[config.mk]
export PLATFORM = sky130hd
export DESIGN_NAME = erase_blk_sel
export DESIGN_NICKNAME = d
export VERILOG_FILES = /design/src/rtl/erase_blk_sel_pkg.sv /design/src/rtl/sel_reg_bank.sv /design/src/rtl/sel_count.sv /design/src/rtl/erase_blk_sel.sv
export SDC_FILE = /design/constraint.sdc
export NUM_CORES = 1
export LEC_CHECK = 0
export ABC_AREA = 1
export CORE_AREA = 3 3 54 56
export CTS_BUF_LIST = sky130_fd_sc_hd__clkbuf_8
export CTS_CLUSTER_SIZE = 14
export DETAILED_ROUTE_END_ITERATION = 7
export DIE_AREA = 0 0 57 59
export PLACE_DENSITY_LB_ADDON = 0.2
export SYNTH_ARGS = -nofsm -noshare
export SYNTH_HDL_FRONTEND = slang
export SYNTH_SLANG_ARGS = --single-unit
[constraint.sdc]
create_clock -name clk -period 4.4 [get_ports clk]
set_clock_uncertainty 0.2 [all_clocks]
set_input_delay 0.88 -clock clk [delete_from_list [all_inputs] [get_ports clk]]
set_output_delay 0.88 -clock clk [all_outputs]
set_load 0.05 [all_outputs]
[src/rtl/erase_blk_sel_pkg.sv]
// Package: shared sizes for the erase block select registers.
// Assumes one bus byte per register and a fixed split of blocks between the two registers.
package erase_blk_sel_pkg;
    localparam int unsigned BUS_W   = 8;   // register width on the bus
    localparam int unsigned LO_BLKS = 4;   // blocks held in the low register
    localparam int unsigned HI_BLKS = 8;   // blocks held in the high register
    localparam int unsigned CTL_N   = 4;   // guarded control bits: setup0, setup1, enable0, enable1
    localparam int unsigned ALL_BLKS = LO_BLKS + HI_BLKS;
endpackage

[src/rtl/sel_reg_bank.sv]
// Module: one bank of select bits.
// The clear condition wins over a write in the same cycle.
// Assumes a synchronous active-low reset.
module sel_reg_bank #(
    parameter int unsigned WIDTH = 4
) (
    input  logic             clk,
    input  logic             rst_n,
    input  logic             clr,
    input  logic             wr_en,
    input  logic [WIDTH-1:0] wdata,
    output logic [WIDTH-1:0] q
);
    // Hold, clear or load the select bits.
    always_ff @(posedge clk) begin
        if (!rst_n)     q <= '0;
        else if (clr)   q <= '0;
        else if (wr_en) q <= wdata;
    end
endmodule

[src/rtl/sel_count.sv]
// Module: classifies a select vector as exactly-one or more-than-one.
// Assumes N is small enough for a plain adder chain.
module sel_count #(
    parameter int unsigned N = 12
) (
    input  logic [N-1:0] vec,
    output logic         one,
    output logic         multi
);
    localparam int unsigned CW = $clog2(N + 1);

    logic [CW-1:0] cnt;

    // Population count of the select vector.
    always_comb begin
        cnt = '0;
        for (int i = 0; i < N; i++) cnt = cnt + CW'(vec[i]);
    end

    // Classification of the count.
    always_comb begin
        one   = (cnt == CW'(1));
        multi = (cnt > CW'(1));
    end
endmodule

[src/rtl/erase_blk_sel.sv]
// Module: flash erase block select registers with an interlock on the erase control bits.
// Holds twelve select bits in two byte registers and clears them under protection.
// Vetoes all control-bit writes when more than one block is selected.
// Assumes a synchronous active-low reset and a one-cycle write strobe.
module erase_blk_sel
    import erase_blk_sel_pkg::*;
(
    input  logic                clk,
    input  logic                rst_n,
    input  logic                standby_i,
    input  logic                wp_pin_i,
    input  logic                sw_wen_i,
    input  logic                flash_en_i,
    input  logic                bus_wr_i,
    input  logic                bus_addr_i,
    input  logic [BUS_W-1:0]    bus_wdata_i,
    output logic [BUS_W-1:0]    bus_rdata_o,
    input  logic [CTL_N-1:0]    ctl_wr_req_i,
    output logic [CTL_N-1:0]    ctl_wr_grant_o,
    output logic [ALL_BLKS-1:0] erase_permit_o,
    output logic                sel_valid_o
);
    logic                clr;
    logic                wr_lo, wr_hi;
    logic [LO_BLKS-1:0]  lo_q;
    logic [HI_BLKS-1:0]  hi_q;
    logic                multi;

    // Protection clear: standby, hardware protect, or software enable off.
    always_comb clr = standby_i | wp_pin_i | ~sw_wen_i;

    // Address decode; writes count only while the flash is enabled.
    always_comb begin
        wr_lo = bus_wr_i & flash_en_i & ~bus_addr_i;
        wr_hi = bus_wr_i & flash_en_i &  bus_addr_i;
    end

    sel_reg_bank #(.WIDTH(LO_BLKS)) i_lo (
        .clk(clk), .rst_n(rst_n), .clr(clr), .wr_en(wr_lo),
        .wdata(bus_wdata_i[LO_BLKS-1:0]), .q(lo_q)
    );

    sel_reg_bank #(.WIDTH(HI_BLKS)) i_hi (
        .clk(clk), .rst_n(rst_n), .clr(clr), .wr_en(wr_hi),
        .wdata(bus_wdata_i[HI_BLKS-1:0]), .q(hi_q)
    );

    // Block i of the permit vector follows its select bit.
    always_comb erase_permit_o = {hi_q, lo_q};

    sel_count #(.N(ALL_BLKS)) i_cnt (
        .vec(erase_permit_o), .one(sel_valid_o), .multi(multi)
    );

    // Interlock: no control-bit writes with an ambiguous selection.
    always_comb ctl_wr_grant_o = multi ? '0 : ctl_wr_req_i;

    // Read mux; the unused low-register bits read zero, and the whole read is zero while flash is off.
    always_comb begin
        if (!flash_en_i)     bus_rdata_o = '0;
        else if (bus_addr_i) bus_rdata_o = BUS_W'(hi_q);
        else                 bus_rdata_o = BUS_W'(lo_q);
    end
endmodule

==> run summary <==
The clock period minus worst slack came out at roughly 4.8 ns. The share of final-layout standard cells stronger than drive strength 1 came out at between 10% and 20%. Yosys mapped the design onto 14 distinct sky130hd cell types. The adder-cell area share of the yosys netlist is between 20% and 30%. When the netlist entered floorplanning its net count stood at around 170. The wire length reported by the detailed router is between 2 and 3 mm. Cells fill a little under two thirds of the core in the end.

The overall global routing resource usage is between 15 and 20%. IR analysis of the VDD net gives a maximum drop of roughly 0.13 mV. The later pin in the worst-skew pair is clocked with a latency of about 0.25 ns. The headroom to the max-slew limit is roughly half. Power spread over the standard cell area amounts to between 150 and 200 mW/mm^2. For the final routed database, the setup TNS stands at -2.21 ns. Max-cap violations in this run came to 0.

Synthesis produced between 100 and 150 cells. The worst slack after detailed placement came out at -0.259 ns. The synthesis-to-layout area growth is 77.4%.

The endpoint identified for the worst register-to-register timing path is i_hi.q[0]. Summing every instance area after synthesis gives 892 um^2. The largest area contributor in the netlist is sky130_fd_sc_hd__dfxtp_1. The initial detailed-routing violation count came out at 39. The biggest cell delay along the critical path came out at a little under 0.5 ns. The number of cells on the worst reg-to-reg path came out at 5. The via count of the first global-routing pass came out at about 1000. The sink of the worst hold path is i_lo.q[3]. The number of cells on the worst hold path came out at 4.

The total area inside the core boundary comes to around 0.0025 mm^2. Static timing analysis puts the maximum clock frequency at 0.206 GHz. The startpoint-to-endpoint class of the critical path is flop to primary output.

The I/O pin total is 45. The wire length of the first global-routing pass came out at approximately 4.3 mm. Leaving out fill and tap cells, the most frequent cells in the layout are 39 x sky130_fd_sc_hd__clkdlybuf4s50_1, 31 x sky130_fd_sc_hd__inv_1, 28 x sky130_fd_sc_hd__nand2_1. Once placement completed, the tool counted placed cells totaling 212. Setup violations remaining at the end of the flow were counted as 5. In this design, the critical path's most frequently occurring cell is sky130_fd_sc_hd__fa_1. The CTS buffer count is 3. The total count of hold-check failures in the final report came out at 0. The maximum number of buffers from clock root to sink is 2. The smallest setup slack after layout came out at -0.448 ns. The mean area per synthesized cell is between 6 and 7 um^2. With fillers left out, the area of the finished cells amounts to approximately 0.0016 mm^2.

The count of nets left with antenna violations once routing finished came out at 0. The launch instance of the worst register-to-register path is i_hi.q[0]. The number of buffer cells added on primary ports came out at 44. Using the TritonRoute via totals, the vias-per-cell ratio works out to roughly 4.4. The final cycle utilization of the critical path came out at 110%. The kind of cell with the highest combined delay on the critical path is adder cells. STA puts the critical path data arrival time at roughly 3.8 ns. The slowest stage of the critical path belongs to the cell sky130_fd_sc_hd__fa_1. TritonCTS built the clock tree. At the pin with the least slew margin, the transition time is between 0.7 and 0.8 ns. After synthesis, the largest family of logic cells by area is simple AND/OR/NAND/NOR gates.

The required time at the worst-slack endpoint came out at around 3.3 ns. The compound-cell area share of the yosys netlist is roughly 4.5%. The maximum net fanout on the critical path came out at 5. Setup slack on the worst reg-to-reg path comes out at between 3 and 4 ns. The count of standard-cell rows is 18. The detailed-route via count came out at 960. The width of the die is roughly 57 um. The fraction of the mapped netlist area in simple logic gates is a little under a third.

Of the post-synthesis cell area, the part taken by muxes is 0%. The level count of the clock H-tree is 1. The library cell used most frequently in the layout, excluding fill and tap cells, is sky130_fd_sc_hd__clkdlybuf4s50_1.

The tree is rooted in a sky130_fd_sc_hd__clkbuf_8. After legalization and detailed placement, the total HPWL measured about 2.0 mm. The total DRC errors in the routed layout came out at 0.

The worst hold path begins at i_lo.q[3]. The share of the synthesized netlist area taken by xor and xnor gates came out at 0%. The Yosys warning count came out at 0. The initial standard-cell utilization of the core is a little over a third.

Sorting the synthesized cells by area gives the leading types as sky130_fd_sc_hd__dfxtp_1 27%, sky130_fd_sc_hd__fa_1 16%, sky130_fd_sc_hd__inv_1 13%, sky130_fd_sc_hd__nor2_1 13%, sky130_fd_sc_hd__nand2_1 12%. At the end of the flow, the number of nets in the layout was 218. The filler-free cell count of the finished design is ~220.

STA classifies the critical path startpoint as a flop. The post-synthesis sequential element count came out at 12. Counting the fill cells in the layout gives between 200 and 250. The total buffers and inverters traversed by the critical path is 4. The total overflow reported by the global router is 0. Summing the sequential cell areas from Yosys gives a little over a quarter of the chip area. The worst setup path is captured at a primary output. The routability congestion estimate is slightly below 0.8. Entering global routing, the biggest net connects 17 pins.

The count of clock tree sinks came out at 12. The number of antenna violations at the first check in global routing came out at 0. The tightest min-delay check is of the flop to flop type. After clock tree synthesis, the setup repair step added 0 buffers. Summed over all cells, the static leakage comes to roughly 0.00075 uW.

The floorplan die area came out at ~0.0034 mm^2. The clock-pin slew reported for the worst setup and hold paths after clock tree synthesis came out at approximately 0.06 ns. The max-slew violation count is 0. The checks that failed: negative setup slack. The die boundary height is between 50 and 60 um. Setup repair after global routing could not meet its margin everywhere.

The antenna diode count is 0. Traced cell by cell, the critical path runs through ha_4 > inv_2 > fa_1 > fa_1 > fa_1 > inv_1 > fa_2 > fa_1 > inv_1 > nand2_1 > nor2_2 > nand2_4 > nor2_4 > buf_12. The flow ran to the end, but the final reports show violations. The number of detailed-routing iterations run before antenna repair came out at 4. The instance area after placement is approximately 0.0015 mm^2. The top cell type's share of synthesized area came out at between 20% and 30%. The average routed wire per standard cell is about 12 um.
-- power by group --
group	total [uW]	switching [uW]	internal (uW)	leakage [uW]
Sequential	109	0.566	108	0.000101
Combinational	75.3	39.2	36.0	0.000617
Clock	127	47.7	79.3	0.0000288
-- flip-flops by register name, summed over array words and instances (netlist names) --
register,count
i_hi.q,8
i_lo.q,4
-- metal layers --
layer	vias up	share of wire [%]	track usage, %
li1	492	-	-
met1	435	39	19.0
met2	28	53	30.2
met3	5	6.4	3.49
met4	0	1.7	6.95
met5	-	0	0
-- tightest hold or removal path, delay by kind of cell, from the launching register on --
family / cells / cell delay, ns
AND/OR/NAND/NOR: 3 / 0.12
buffers and inverters: 1 / 0.07
flip-flops: 1 / 0.36
-- kinds of logic (layout without fill, tap and decap cells) --
| family | after synthesis | after routing |
|---|---|---|
| and+or+nand+nor | 68 | 68 |
| buffers and inverters | 35 | 87 |
| DFF | 12 | 12 |
| adders and majority gates | 11 | 11 |
| AOI/OAI and AO/OA | 8 | 8 |
-- area by class of cell --
type                    count  area [um^2]  area share [%]
multi-input cells          87          573            36.2
repair buffers             51          543            34.3
flip-flops and latches     12          254            16.0
inverters                  32          120            7.59
clock buffers               4         55.1            3.48
well taps                  30         37.5            2.37
-- metrics by stage --
step | power (uW) | hold slack, ns
floorplan | 148 | 0.419
global placement | 185 | 0.368
detailed placement | 186 | 0.391
CTS | 315 | 0.400
global route | 322 | 0.445
finish | 311 | 0.396
-- cell usage after synthesis --
library cell and count:
sky130_fd_sc_hd__a21oi_1 4, sky130_fd_sc_hd__buf_2 2, sky130_fd_sc_hd__buf_6 1, sky130_fd_sc_hd__dfxtp_1 12, sky130_fd_sc_hd__fa_1 7, sky130_fd_sc_hd__ha_1 4
sky130_fd_sc_hd__inv_1 32, sky130_fd_sc_hd__nand2_1 29, sky130_fd_sc_hd__nand3_1 1, sky130_fd_sc_hd__nand3_2 2, sky130_fd_sc_hd__nor2_1 31, sky130_fd_sc_hd__nor3_1 4
sky130_fd_sc_hd__nor3_2 1, sky130_fd_sc_hd__o21ai_0 4
-- timing repair --
| action | in CTS | in global routing |
|---|---|---|
| setup endpoints to repair | 5 | 5 |
| resized for setup | 0 | 2 |
| hold buffers | 0 | 0 |
| pin swaps | 3 | 0 |
-- how the worst max path moves through the flow --
stage	from	end	slack, ns	cells after the start
4_1_cts	i_lo.q[1]	ctl_wr_grant_o[2]	-0.52	14
2_1_floorplan	i_lo.q[1]	ctl_wr_grant_o[0]	-0.25	13
3_5_place_dp	i_lo.q[1]	ctl_wr_grant_o[1]	-0.26	14
5_1_grt	i_lo.q[1]	ctl_wr_grant_o[1]	-0.57	14
3_3_place_gp	i_lo.q[1]	ctl_wr_grant_o[0]	-0.19	14
6_report	i_lo.q[1]	ctl_wr_grant_o[1]	-0.45	14
Power figures use the tool's default switching activity.
